===== src/rtl/irq_target_sel_pkg.sv =====
package irq_target_sel_pkg;
  localparam int unsigned CST_W  = 3;
  // key = {awake-penalty, cstate, turbo}; smaller key wins
  localparam int unsigned RANK_W = CST_W + 2;

  typedef logic [RANK_W-1:0] rank_t;

  function automatic int unsigned idx_width(input int unsigned n);
    return (n > 1) ? $clog2(n) : 1;
  endfunction
endpackage


===== src/rtl/irq_core_rank.sv =====
module irq_core_rank
  import irq_target_sel_pkg::*;
(
  input  logic             power_bias_i,
  input  logic [CST_W-1:0] cstate_i,
  input  logic             turbo_i,
  output rank_t            rank_o
);
  logic awake;

  always_comb begin
    awake = (cstate_i == '0);
    if (power_bias_i) begin
      // shallowest first, non-turbo before turbo
      rank_o = {1'b0, cstate_i, turbo_i};
    end else begin
      // any idle core ranks ahead of every awake core
      rank_o = {awake, cstate_i, turbo_i};
    end
  end
endmodule


===== src/rtl/irq_rank_argmin.sv =====
module irq_rank_argmin
  import irq_target_sel_pkg::*;
#(
  parameter int unsigned NUM_CORES = 4,
  localparam int unsigned IDX_W = idx_width(NUM_CORES)
) (
  input  rank_t            rank_i [NUM_CORES],
  input  logic [NUM_CORES-1:0] mask_i,
  output logic [IDX_W-1:0] idx_o,
  output logic             found_o
);
  rank_t            best_rank [NUM_CORES+1];
  logic [IDX_W-1:0] best_idx  [NUM_CORES+1];
  logic             have      [NUM_CORES+1];

  assign best_rank[0] = '0;
  assign best_idx[0]  = '0;
  assign have[0]      = 1'b0;

  for (genvar g = 0; g < NUM_CORES; g++) begin : g_stage
    localparam logic [IDX_W-1:0] MY_IDX = IDX_W'(g);
    logic take;
    // strict compare keeps the lower index on equal rank
    assign take = mask_i[g] && (!have[g] || (rank_i[g] < best_rank[g]));
    assign best_rank[g+1] = take ? rank_i[g] : best_rank[g];
    assign best_idx[g+1]  = take ? MY_IDX    : best_idx[g];
    assign have[g+1]      = have[g] || mask_i[g];
  end

  assign idx_o   = have[NUM_CORES] ? best_idx[NUM_CORES] : '0;
  assign found_o = have[NUM_CORES];

  always_comb begin
    if (found_o) begin
      a_found_eligible_r1 : assert (mask_i[idx_o])
        else $error("argmin picked a masked-out core");
    end
  end
endmodule


===== src/rtl/irq_target_sel.sv =====
module irq_target_sel
  import irq_target_sel_pkg::*;
#(
  parameter int unsigned NUM_CORES = 4,
  localparam int unsigned IDX_W = idx_width(NUM_CORES)
) (
  input  logic                       clk,
  input  logic                       rst_n,
  input  logic                       req_i,
  input  logic                       power_bias_i,
  input  logic [NUM_CORES-1:0]       elig_i,
  input  logic [CST_W*NUM_CORES-1:0] cstate_i,
  input  logic [NUM_CORES-1:0]       turbo_i,
  output logic                       valid_o,
  output logic                       err_o,
  output logic [IDX_W-1:0]           core_o
);
  rank_t            rank [NUM_CORES];
  logic [IDX_W-1:0] win_idx;
  logic             win_found;

  for (genvar g = 0; g < NUM_CORES; g++) begin : g_rank
    irq_core_rank u_rank (
      .power_bias_i (power_bias_i),
      .cstate_i     (cstate_i[g*CST_W +: CST_W]),
      .turbo_i      (turbo_i[g]),
      .rank_o       (rank[g])
    );
  end

  irq_rank_argmin #(.NUM_CORES(NUM_CORES)) u_argmin (
    .rank_i  (rank),
    .mask_i  (elig_i),
    .idx_o   (win_idx),
    .found_o (win_found)
  );

  // next state
  logic             valid_d, err_d, core_en;
  logic [IDX_W-1:0] core_d;

  always_comb begin
    core_en = req_i;
    valid_d = req_i &&  win_found;
    err_d   = req_i && !win_found;
    core_d  = win_found ? win_idx : '0;
  end

  // registers
  always_ff @(posedge clk or negedge rst_n) begin
    if (!rst_n) begin
      valid_o <= 1'b0;
      err_o   <= 1'b0;
    end else begin
      valid_o <= valid_d;
      err_o   <= err_d;
    end
  end

  always_ff @(posedge clk or negedge rst_n) begin
    if (!rst_n) begin
      core_o <= '0;
    end else if (core_en) begin
      core_o <= core_d;
    end
  end

  // checks
  p_pick_eligible_r1 : assert property (@(posedge clk) disable iff (!rst_n)
    (req_i && (elig_i != '0)) |=> (valid_o && ((($past(elig_i) >> core_o) & NUM_CORES'(1)) != '0)))
    else $error("chosen core was not eligible");

  p_none_error_r7 : assert property (@(posedge clk) disable iff (!rst_n)
    (req_i && (elig_i == '0)) |=> (err_o && !valid_o && (core_o == '0)))
    else $error("empty eligibility not flagged");

  p_exclusive_r8 : assert property (@(posedge clk) disable iff (!rst_n)
    !(valid_o && err_o))
    else $error("valid and error together");

  p_idle_hold_r9 : assert property (@(posedge clk) disable iff (!rst_n)
    !req_i |=> (!valid_o && !err_o && $stable(core_o)))
    else $error("output moved without a request");
endmodule


===== config.mk =====
export PLATFORM = sky130hd
export DESIGN_NAME = irq_target_sel
export DESIGN_NICKNAME = d
export VERILOG_FILES = /design/src/rtl/irq_target_sel_pkg.sv /design/src/rtl/irq_core_rank.sv /design/src/rtl/irq_rank_argmin.sv /design/src/rtl/irq_target_sel.sv
export SDC_FILE = /design/constraint.sdc
export NUM_CORES = 1
export LEC_CHECK = 0
export ABC_AREA = 0
export ABC_CLOCK_PERIOD_IN_PS = 800
export BUFFER_PORTS_ARGS = -buffer_cell sky130_fd_sc_hd__clkbuf_2
export CAP_MARGIN = 15
export CORE_UTILIZATION = 50
export CTS_BUF_LIST = sky130_fd_sc_hd__clkbuf_8
export CTS_CLUSTER_DIAMETER = 100
export DETAILED_ROUTE_END_ITERATION = 10
export GPL_TIMING_DRIVEN = 0
export PLACE_DENSITY = 0.82
export SLEW_MARGIN = 25
export SYNTH_ARGS = -nofsm -noshare
export SYNTH_HDL_FRONTEND = slang
export SYNTH_SLANG_ARGS = --single-unit

===== constraint.sdc =====
create_clock -name clk -period 0.8 [get_ports clk]
set_input_delay 0.04 -clock clk [delete_from_list [all_inputs] [get_ports clk]]
set_output_delay 0.04 -clock clk [all_outputs]
set_load 0.02 [all_outputs]

Word-level counts from Yosys, hierarchy flattened
Cells that the tools add are included.

word-level totals
  flip-flop bits (word level) = 4
  word-level logic and storage cells = 36
  bits of input ports = 24

cells by class
  mux-type cells = 11
  reduce and logical (&&, ||, !) cells = 19
  magnitude comparators = 3

operator list
  cell                count
  5-bit 2-to-1 mux    7
  5-bit < comparator  3
  3-bit zero test     4
  1-bit logical OR    6
  2-bit 2-to-1 mux    3
  1-bit logical AND   5
  1-bit zero test     4
  1-bit 2-to-1 mux    1

Logic depth before layout (Yosys ltp)
Gate-level depths: netlist of the first run.

  word-level depth = 16
  depth in mapped cells = 21

By module
A second synthesis of the first run with hierarchy kept.

unflattened totals
  cells, all modules = 107
  area total of the unflattened synthesis = 890.9 um2

by module, submodules not included
  module           sequential area each (um2)  instances  area each (um2)  cells an instance
  irq_rank_argmin  0.0                         1          581.8            76
  irq_core_rank    0.0                         4          42.5             5
  irq_target_sel   100.1                       1          138.9            11

Least setup slack after synthesis of the first run
Ideal clock, no wire load.

  kind = input -> register
  from = input port elig_i[0]
  to = register core_o[1]
  setup time = 118 ps
  cell stages on the path = 19
  slack = -3057 ps
  data arrival time = 3739 ps
  buffers on the path = 1
  cell sequence = clkbuf_8 -> nand2_1 -> ha_1 -> and3_2 -> a221oi_1 -> nand2_1 -> a32oi_1 -> ha_1 -> a211oi_1 -> o21a_1 -> inv_1 -> o21ai_2 -> mux2_1 -> ha_1 -> nand4_1 -> nand2b_1 -> o2111ai_1 -> o21ai_0 -> a21o_1

between the ends
  cells in the longest elaborated chain, start to end = 14
  elaborated cells between the ends (all ways) = 21

ends and longest elaborated chain
  element               RTL line               RTL
  from (decl)           irq_target_sel.sv:11   input logic [NUM_CORES-1:0] elig_i,
  5-bit 2-to-1 mux      irq_rank_argmin.sv:25  assign best_rank[g+1] = take ? rank_i[g] : best_rank[g];
  5-bit < comparator    irq_rank_argmin.sv:24  assign take = mask_i[g] && (!have[g] || (rank_i[g] < best_rank[g]));
  1-bit logical OR      irq_rank_argmin.sv:24
  1-bit logical AND     irq_rank_argmin.sv:24
  5-bit 2-to-1 mux      irq_rank_argmin.sv:25
  5-bit < comparator    irq_rank_argmin.sv:24
  1-bit logical OR      irq_rank_argmin.sv:24
  1-bit logical AND     irq_rank_argmin.sv:24
  5-bit 2-to-1 mux      irq_rank_argmin.sv:25
  5-bit < comparator    irq_rank_argmin.sv:24
  1-bit logical OR      irq_rank_argmin.sv:24
  1-bit logical AND     irq_rank_argmin.sv:24
  2-bit 2-to-1 mux      irq_rank_argmin.sv:26  assign best_idx[g+1] = take ? MY_IDX : best_idx[g];
  2-bit 2-to-1 mux *    irq_target_sel.sv:46   core_d = win_found ? win_idx : '0;
  to (signal assigned)  irq_target_sel.sv:64   core_o <= core_d;
  to (decl)             irq_target_sel.sv:16   output logic [IDX_W-1:0] core_o

Mark *: on every way between the ends. The rest lies on a longest branch, timed or not.
A chain may end at the register's enable or synchronous reset.

Worst setup path after layout of the first run
Same ends and word-level chain as after synthesis.

==> results of run 1 <==
[per-stage QoR]
stage	util, %	area [um^2]	power [mW]	TNS, ns
floorplan	-	847	0.749	-5.43
global route	97.0	1280	1.83	-8.04
CTS	87.3	1150	1.50	-5.91
detailed placement	76.0	1000	0.962	-6.87
finish	97.0	1280	1.78	-7.79
global placement	76.0	1000	0.936	-6.67
[cells by family after synthesis]
logic type,count (synthesis),share of synthesized area [%]
muxes,4,6.12
buffers and inverters,10,6.82
AOI/OAI and AO/OA,31,31.5
DFF,4,14.0
adders and majority gates,11,19.2
and+or+nand+nor,31,22.4
[worst max path at each step]
stage / start / end / cells after the start
after floorplan: power_bias_i / core_o[1] / 17
after global placement: elig_i[0] / core_o[1] / 20
after detailed placement: elig_i[0] / core_o[1] / 21
after CTS: elig_i[0] / core_o[1] / 20
after global routing: elig_i[0] / core_o[1] / 22
final: elig_i[0] / core_o[1] / 22
[power by group through the flow]
stage	Combinational [mW]	Clock, mW	Sequential (mW)
2_1_floorplan	0.474	0	0.275
3_3_place_gp	0.695	0	0.241
3_5_place_dp	0.718	0	0.244
4_1_cts	0.824	0.428	0.244
5_1_grt	1.13	0.446	0.256
6_report	1.09	0.432	0.257
[registers in the layout, summed over array words and instances (netlist names)]
signal,count
core_o,2
err_o,1
valid_o,1
[what timing repair did]
item / CTS / global route
resized for setup: 9 / 19
endpoints found under the setup margin: 2 / 6
buffers inserted: 7 / 9
hold endpoints to repair: 4 / 0
pin swaps: 17 / 20
hold buffers: 1 / 0
[Yosys cell counts (3+ instances only)]
cell type / number
a21o_1: 4
inv_1: 8
mux2_1: 3
nand2b_1: 3
nor2_1: 4
nor3_1: 3
dfrtp_1: 4
ha_1: 11
a21oi_1: 4
a32oi_1: 4
nand2_1: 10
o21ai_0: 6
nor4_1: 3
[area by class of cell]
class	instances	area (um^2)	share of cell area, %
multi-input cells	77	756	59.2
plain buffers	1	25.0	1.96
flip-flops and latches	4	100	7.84
clock buffers	3	41.3	3.23
inverters	8	30.0	2.35
repair buffers	44	307	24.0
well taps	15	18.8	1.47
[routing by layer]
layer	vias up	GRT usage, %
met2	161	60.7
li1	446	-
met1	512	33.3
met5	-	0
met3	77	8.52
met4	0	8.62
[worst reg2reg max path: cells and delay by family (launching register included)]
| family | cells | cell delay (ns) |
|---|---|---|
| AND/OR/NAND/NOR | 1 | 0.13 |
| AO/OA/AOI/OAI | 1 | 0.31 |
| flip-flops | 1 | 0.42 |
==> qor_table.md, run 1 <==
| Result | This run | Unit |
|:---|:---|:---|
| Port-buffer cells | 27 | - |
| Synth area leaders | ha_1 (19%), dfrtp_1 (14%), nand2_1 (5.2%) | - |
| Clock share of power | 24.3 | % |
| Routed wire per std cell | 26.9 | um |
| Number of diodes | 0 | - |
| Portion of total power attributed to combinational logic | 61.2 | % |
| Leading cell type in the layout, fill and taps excluded | clkbuf_2 | - |
| Netlist Area Pre-Place | 716 | um^2 |
| Hold path cells | 2 | - |
| Die Footprint | 1590 | um^2 |
| Die Span X | 39.8 | um |
| Most common cell type on the critical path | ha_1 | - |
| Tightest hold margin | 0.132 | ns |
| Headroom to the max-slew limit | 56.3 | % |
| Switching fraction of total power | 41.2 | % |
| Endpoints failing setup | 5 | - |
| Transition time at the pin with the least slew margin | 0.650 | ns |
| Clk Tree Root Cell | clkbuf_8 | - |
| Antenna violations before repair | 0 | - |
| Peak clock frequency supported by timing | 241 | MHz |
| DRC violation total after the first TritonRoute iteration | 88 | - |
| Crit-path cells | buf_8, clkbuf_16, nand2_1, ha_1, and3_4, a221oi_4, nand2_2, a32oi_2, ha_1, a211oi_2, nor2_1, o21ai_1, nand2_2, o21ai_4, mux2i_1, ha_1, a21oi_1, o211ai_1, o311ai_0, inv_1, o21ai_2, a21o_1 | - |
| TritonCTS sink count | 4 | - |
| Critical path data required time | 0.96 | ns |
| Critical path fanouts, max | 5 | - |
| Synth top area share | 19.2 | % |
| Max-cap violations | 0 | - |
| Overall routed net length | 4090 | um |
| Vertical die dimension | 39.8 | um |
| Detail Route Antenna Nets | 0 | - |
| First-pass GRT wire length | 3440 | um |
| Residual DRC | 0 | - |
| Commonest register cell after synthesis | dfrtp_1 | - |
| IO Pins | 28 | - |
| Global placement routability congestion | 0.706 | - |
| Post-route insts no fill | 152 | - |
| Count of fill cells added during filler insertion | 25 | - |
| FP Rows | 13 | - |
| Clk_skew | 0 | ns |
| Setup repair after global routing missed its margin | yes | - |
| Vias per std cell | 7.87 | - |
| Clock slew at reported path FFs | 0.03 | ns |
| Cell at the slowest stage of the critical path | a211oi_2 | - |
| Crit path largest cell delay | 0.35 | ns |
| Worst r2r dst | core_o[0] | - |
| Worst Path Buf+Inv | 3 | - |
| CP Class | primary input to flip-flop | - |
| Number of enable flip-flop cells after synthesis | 0 | - |
| Internal power summed over all cells | 1.04 | mW |
| Syn nets | 126 | - |
| Clock insertion delay at the later pin of the skew report | 0.21 | ns |
| Fraction of final layout cells sized beyond drive strength 1 | 56.2 | % |
| Highest metal layer used by the detailed router | met4 | - |
| Core box area | 1320 | um^2 |
| Min-Delay Path Class | primary input to flip-flop | - |
| H-tree Lvls | 1 | - |
| Worst-case register-to-register setup slack | -0.21 | ns |
| Async set-or-reset flop fraction in the synthesized netlist | 100 | % |
| Maximum ir drop on the vdd rail | 1.36 | mV |
| Switching power | 731 | uW |
| Pwr per Cell Area | 1390 | nW/um^2 |
| Maximum root-to-sink buffer count | 2 | - |
| Post-Synthesis Cells | 91 | - |
| Pre-CTS worst setup slack | -3.31 | ns |
| Iteration count of the initial detailed-routing pass | 5 | - |
| Gate family responsible for the most delay along the worst path | compound AO/OA/AOI/OAI gates | - |
| CTS tree | yes | - |
| CTS buffer count | 3 | - |
| Post-synth top area cell | ha_1 | - |
| Seq/Total Area, Yosys | 14.0 | % |
| DP HPWL | 1660 | um |
| Synthesis-to-finish area growth | 78.5 | % |
| Effective utilization at floorplan | 54.3 | % |
| Hold path start | elig_i[3] | - |
| Tot GR Track Use | 31.9 | % |
| Flip-flop and latch count after synthesis | 4 | - |
| Sort of element at the start of the critical path | primary input | - |
| Category of the worst setup path capture point | flip-flop | - |
| Amount of wire on met2 after detailed routing | 1750 | um |
| Final net count | 174 | - |
| Final worst-path cycle share | 520 | % |
| Ys Warns | 0 | - |
| Met3 WL | 572 | um |
| Final global-route overflow total | 0 | - |
| Post-synthesis cell type count | 37 | - |
| Vias in the first global route | 835 | - |
| Final min period | 4.16 | ns |
| Failing checks | setup timing | - |
| Hold endpoint | err_o | - |
| Launch instance of the worst register-to-register path | core_o[0] | - |
| Count of cells along the worst register-to-register path | 2 | - |
| Total via count in the routed design | 1,196 | - |
| Maximum number of pins on one net before global-route repair | 8 | - |
| Standby leakage power | 0.623 | nW |
| Final Hold Vio Count | 0 | - |
| Avg Cell Area, Syn | 7.86 | um^2 |
| Result of the run | finished, violations left | - |
| Final critical-path setup slack | -3.36 | ns |
| Commonest cells after routing, fill and taps aside | clkbuf_2 (24), buf_4 (12), nand2_1 (7), inv_1 (7), ha_1 (7) | - |
| Sequential share of power | 14.5 | % |
| Total routed wire length on the met1 layer | 1270 | um |
| Max Transition Viols Final | 0 | - |
| Total instance count after detailed placement | 133 | - |
| Arrival time worst endpoint | 4.31 | ns |
(Power assumes the default switching activity.)
==> run 2: changes to the inputs <==
--- a/config.mk
+++ b/config.mk
@@ -6,15 +6,14 @@
 export NUM_CORES = 1
 export LEC_CHECK = 0
 export ABC_AREA = 0
-export ABC_CLOCK_PERIOD_IN_PS = 800
+export ABC_CLOCK_PERIOD_IN_PS = 4800
 export BUFFER_PORTS_ARGS = -buffer_cell sky130_fd_sc_hd__clkbuf_2
-export CAP_MARGIN = 15
-export CORE_UTILIZATION = 50
+export CORE_UTILIZATION = 53
 export CTS_BUF_LIST = sky130_fd_sc_hd__clkbuf_8
 export CTS_CLUSTER_DIAMETER = 100
 export DETAILED_ROUTE_END_ITERATION = 10
 export GPL_TIMING_DRIVEN = 0
-export PLACE_DENSITY = 0.82
+export PLACE_DENSITY = 0.86
 export SLEW_MARGIN = 25
 export SYNTH_ARGS = -nofsm -noshare
 export SYNTH_HDL_FRONTEND = slang
==> constraint.sdc (replaced) <==
create_clock -name clk -period 4.8 [get_ports clk]
set_input_delay 0.24 -clock clk [delete_from_list [all_inputs] [get_ports clk]]
set_output_delay 0.24 -clock clk [all_outputs]
set_load 0.02 [all_outputs]
==> run 2 against run 1 <==
The flow now finishes without violations. Clock power is 83% lower. Flip-flop and latch count stayed put. Global-route usage is 3.3 points lower. Cell area is 28% lower. Sequential share of layout area is 3.0 points higher. Register-to-register slack better by 4.3 ns. Total power is 88% lower.
==> qor_table.md, run 2 (same netlist as run 1, synthesis figures left out) <==
| Result | This run | Unit | Change |
|:---|:---|:---|:---|
| Worst r2r dst | core_o[1] | - | was core_o[0] |
| Overall Power | 215 | uW | was 1.78 mW |
| First-pass GRT wire length | 2930 | um | was 3440 um |
| CTS buffer count | 3 | - | unchanged |
| Iteration count of the initial detailed-routing pass | 4 | - | was 5 |
| Sort of element at the start of the critical path | primary input | - | unchanged |
| TritonCTS sink count | 4 | - | unchanged |
| Detail Route Antenna Nets | 0 | - | unchanged |
| Beginning of the critical path | elig_i[0] | - | unchanged |
| Synthesis-to-finish area growth | 29.2 | % | was 78.5% |
| Crit path largest cell delay | 0.37 | ns | was 0.35 ns |
| Standby leakage power | 0.483 | nW | was 0.623 nW |
| FP Rows | 12 | - | was 13 |
| Global placement routability congestion | 0.834 | - | was 0.706 |
| Cell at the slowest stage of the critical path | a221oi_1 | - | was a211oi_2 |
| Overall routed net length | 1760 | um | was 4090 um |
| Number of diodes | 0 | - | unchanged |
| Final critical-path setup slack | 0.447 | ns | was -3.36 ns |
| Tightest hold margin | 0.228 | ns | was 0.132 ns |
| Peak clock frequency supported by timing | 230 | MHz |  |
| Clk_skew | 0 | ns | unchanged |
| Headroom to the max-slew limit | 58.9 | % | was 56.3% |
| Final design instance area without fill | 925 | um^2 | was 1280 um^2 |
| H-tree Lvls | 1 | - | unchanged |
| Residual DRC | 0 | - | unchanged |
| IO Pins | 28 | - | unchanged |
| Final min period | 4.35 | ns |  |
| Die Span X | 38.7 | um | was 39.8 um |
| Vias per std cell | 6.01 | - | was 7.87 |
| Maximum number of pins on one net before global-route repair | 11 | - | was 8 |
| Worst-case register-to-register setup slack | 4.04 | ns | was -0.21 ns |
| Sequential cell area | 100 | um^2 | unchanged |
| Arrival time worst endpoint | 4.46 | ns | was 4.31 ns |
| Pwr per Cell Area | 233 | nW/um^2 | was 1390 nW/um^2 |
| Max Transition Viols Final | 0 | - | unchanged |
| Maximum root-to-sink buffer count | 2 | - | unchanged |
| Register with the highest flop count | core_o | - | unchanged |
| Multi-input combinational cell area | 572 | um^2 | was 756 um^2 |
| Post-placement cell area | 868 | um^2 | was 1000 um^2 |
| Core box area | 1190 | um^2 | was 1320 um^2 |
| CTS tree | yes | - | unchanged |
| DP HPWL | 1450 | um | was 1660 um |
| Port-buffer cells | 27 | - | unchanged |
| CP Class | primary input to flip-flop | - | unchanged |
| Crit-path cells | clkbuf_2, clkbuf_8, nand2_1, ha_1, and3_2, a221oi_1, nand2_1, a32oi_1, ha_1, a211oi_2, o21a_1, inv_1, o21ai_2, mux2_1, ha_1, nand4_1, nand2b_1, o2111ai_1, o21ai_0, a21o_1 | - | was buf_8, clkbuf_16, nand2_1, ha_1, and3_4, a221oi_4, nand2_2, a32oi_2, ha_1, a211oi_2, nor2_1, o21ai_1, nand2_2, o21ai_4, mux2i_1, ha_1, a21oi_1, o211ai_1, o311ai_0, inv_1, o21ai_2, a21o_1 |
| Count of cells along the worst register-to-register path | 3 | - | was 2 |
| Critical path fanouts, max | 10 | - | was 5 |
| Setup repair after global routing missed its margin | no | - | was yes |
| Final global-route overflow total | 0 | - | unchanged |
| Total Neg Setup Slack | 0 | ns | was -7.79 ns |
| Final net count | 159 | - | was 174 |
| Effective utilization at floorplan | 60.3 | % | was 54.3% |
| Maximum ir drop on the vdd rail | 0.280 | mV | was 1.36 mV |
| Post-Route Utilization | 78.0 | % | was 97.0% |
| Die Footprint | 1500 | um^2 | was 1590 um^2 |
| Clk Tree Root Cell | clkbuf_8 | - | unchanged |
| Max-cap violations | 0 | - | unchanged |
| Pre-CTS worst setup slack | 0.172 | ns | was -3.31 ns |
| Clock slew at reported path FFs | 0.04 | ns | was 0.03 ns |
| Clock insertion delay at the later pin of the skew report | 0.22 | ns | was 0.21 ns |
| DRC violation total after the first TritonRoute iteration | 22 | - | was 88 |
| Number of flip-flops in the largest register | 2 | - | unchanged |
| Transition time at the pin with the least slew margin | 0.610 | ns | was 0.650 ns |
| Total instance count after detailed placement | 132 | - | was 133 |
| Commonest cells after routing, fill and taps aside | clkbuf_2 (27), ha_1 (11), nand2_1 (10) | - | was clkbuf_2 (24), buf_4 (12), nand2_1 (7), inv_1 (7), ha_1 (7) |
| Final worst-path cycle share | 90.7 | % |  |
| Result of the run | finished, final reports clean | - | was finished, violations left |
| Critical path data required time | 4.91 | ns | was 0.96 ns |
| Total via count in the routed design | 818 | - | was 1,196 |
| Post-route insts no fill | 136 | - | was 152 |
| Category of the worst setup path capture point | flip-flop | - | unchanged |
| Most common cell type on the critical path | ha_1 | - | unchanged |
| Count of fill cells added during filler insertion | 90 | - | was 25 |
| Leading cell type in the layout, fill and taps excluded | clkbuf_2 | - | unchanged |
| Antenna violations before repair | 0 | - | unchanged |
| Final Hold Vio Count | 0 | - | unchanged |
| Launch instance of the worst register-to-register path | core_o[1] | - | was core_o[0] |
| Vias in the first global route | 775 | - | was 835 |
| Routed wire per std cell | 12.9 | um | was 26.9 um |
| Leading registers by flop count | core_o: 2 flops, err_o: 1 flops, valid_o: 1 flops | - | unchanged |
| Vertical die dimension | 38.7 | um | was 39.8 um |
| Tot GR Track Use | 28.6 | % | was 31.9% |
| Endpoints failing setup | 0 | - | was 5 |
| Min-Delay Path Class | primary input to flip-flop | - | unchanged |
| Capture point of the critical path | core_o[1] | - | unchanged |
| Fraction of final layout cells sized beyond drive strength 1 | 31.1 | % | was 56.2% |
-- run 2: cell count changes in the layout (fill, tap and decap cells not counted), sizes merged --
cell / delta
clkbuf: +3
buf: -18
-- run 2: worst min-delay path by stage --
stage               startpoint        end  slack, ns  cells past startpoint
CTS                  elig_i[3]      err_o       0.22                      2
global route         elig_i[3]      err_o       0.23                      2
global placement         rst_n  core_o[0]       0.04                      1
finish               elig_i[3]      err_o       0.23                      2
detailed placement       rst_n      err_o       0.05                      1
floorplan                rst_n  core_o[0]      -0.06                      0
-- run 2: power by group --
group	switching, mW	internal [mW]	leakage, nW	total, mW
combinational	0.0552	0.0442	0.412	0.0994
clock	0.0217	0.0539	0.0216	0.0756
sequential	0.00195	0.0381	0.0492	0.0401
-- run 2: repair_timing --
action / CTS / global route
hold endpoints to repair: 4 / 0
resized for setup: 0 / 1
hold buffers: 1 / 0
setup endpoints to repair: 0 / 1
buffers inserted: 0 / 0
-- run 2: metal layers --
layer,track usage [%],vias up,wire (um)
met5,0,-,0
met1,29.1,368,775
li1,-,414,-
met2,50.4,32,844
met4,20.7,0,29
met3,6.36,4,111
-- run 2: cell type report --
type                       instances  share of cell area, %
buffer                             2                   2.03
clock buffer                       3                   4.47
inverter                           8                   3.25
multi-input combinational         77                   61.8
sequential                         4                   10.8
tap                               14                   1.89
timing repair buffer              28                   15.7
-- run 2: worst max-delay path: cells and delay by family --
family	cells	cell delay [ns]
AO/OA/AOI/OAI	8	1.93
adder cells (fa/ha/maj)	3	0.88
buffers and inverters	3	0.32
multiplexers	1	0.36
AND/OR/NAND/NOR	5	0.72
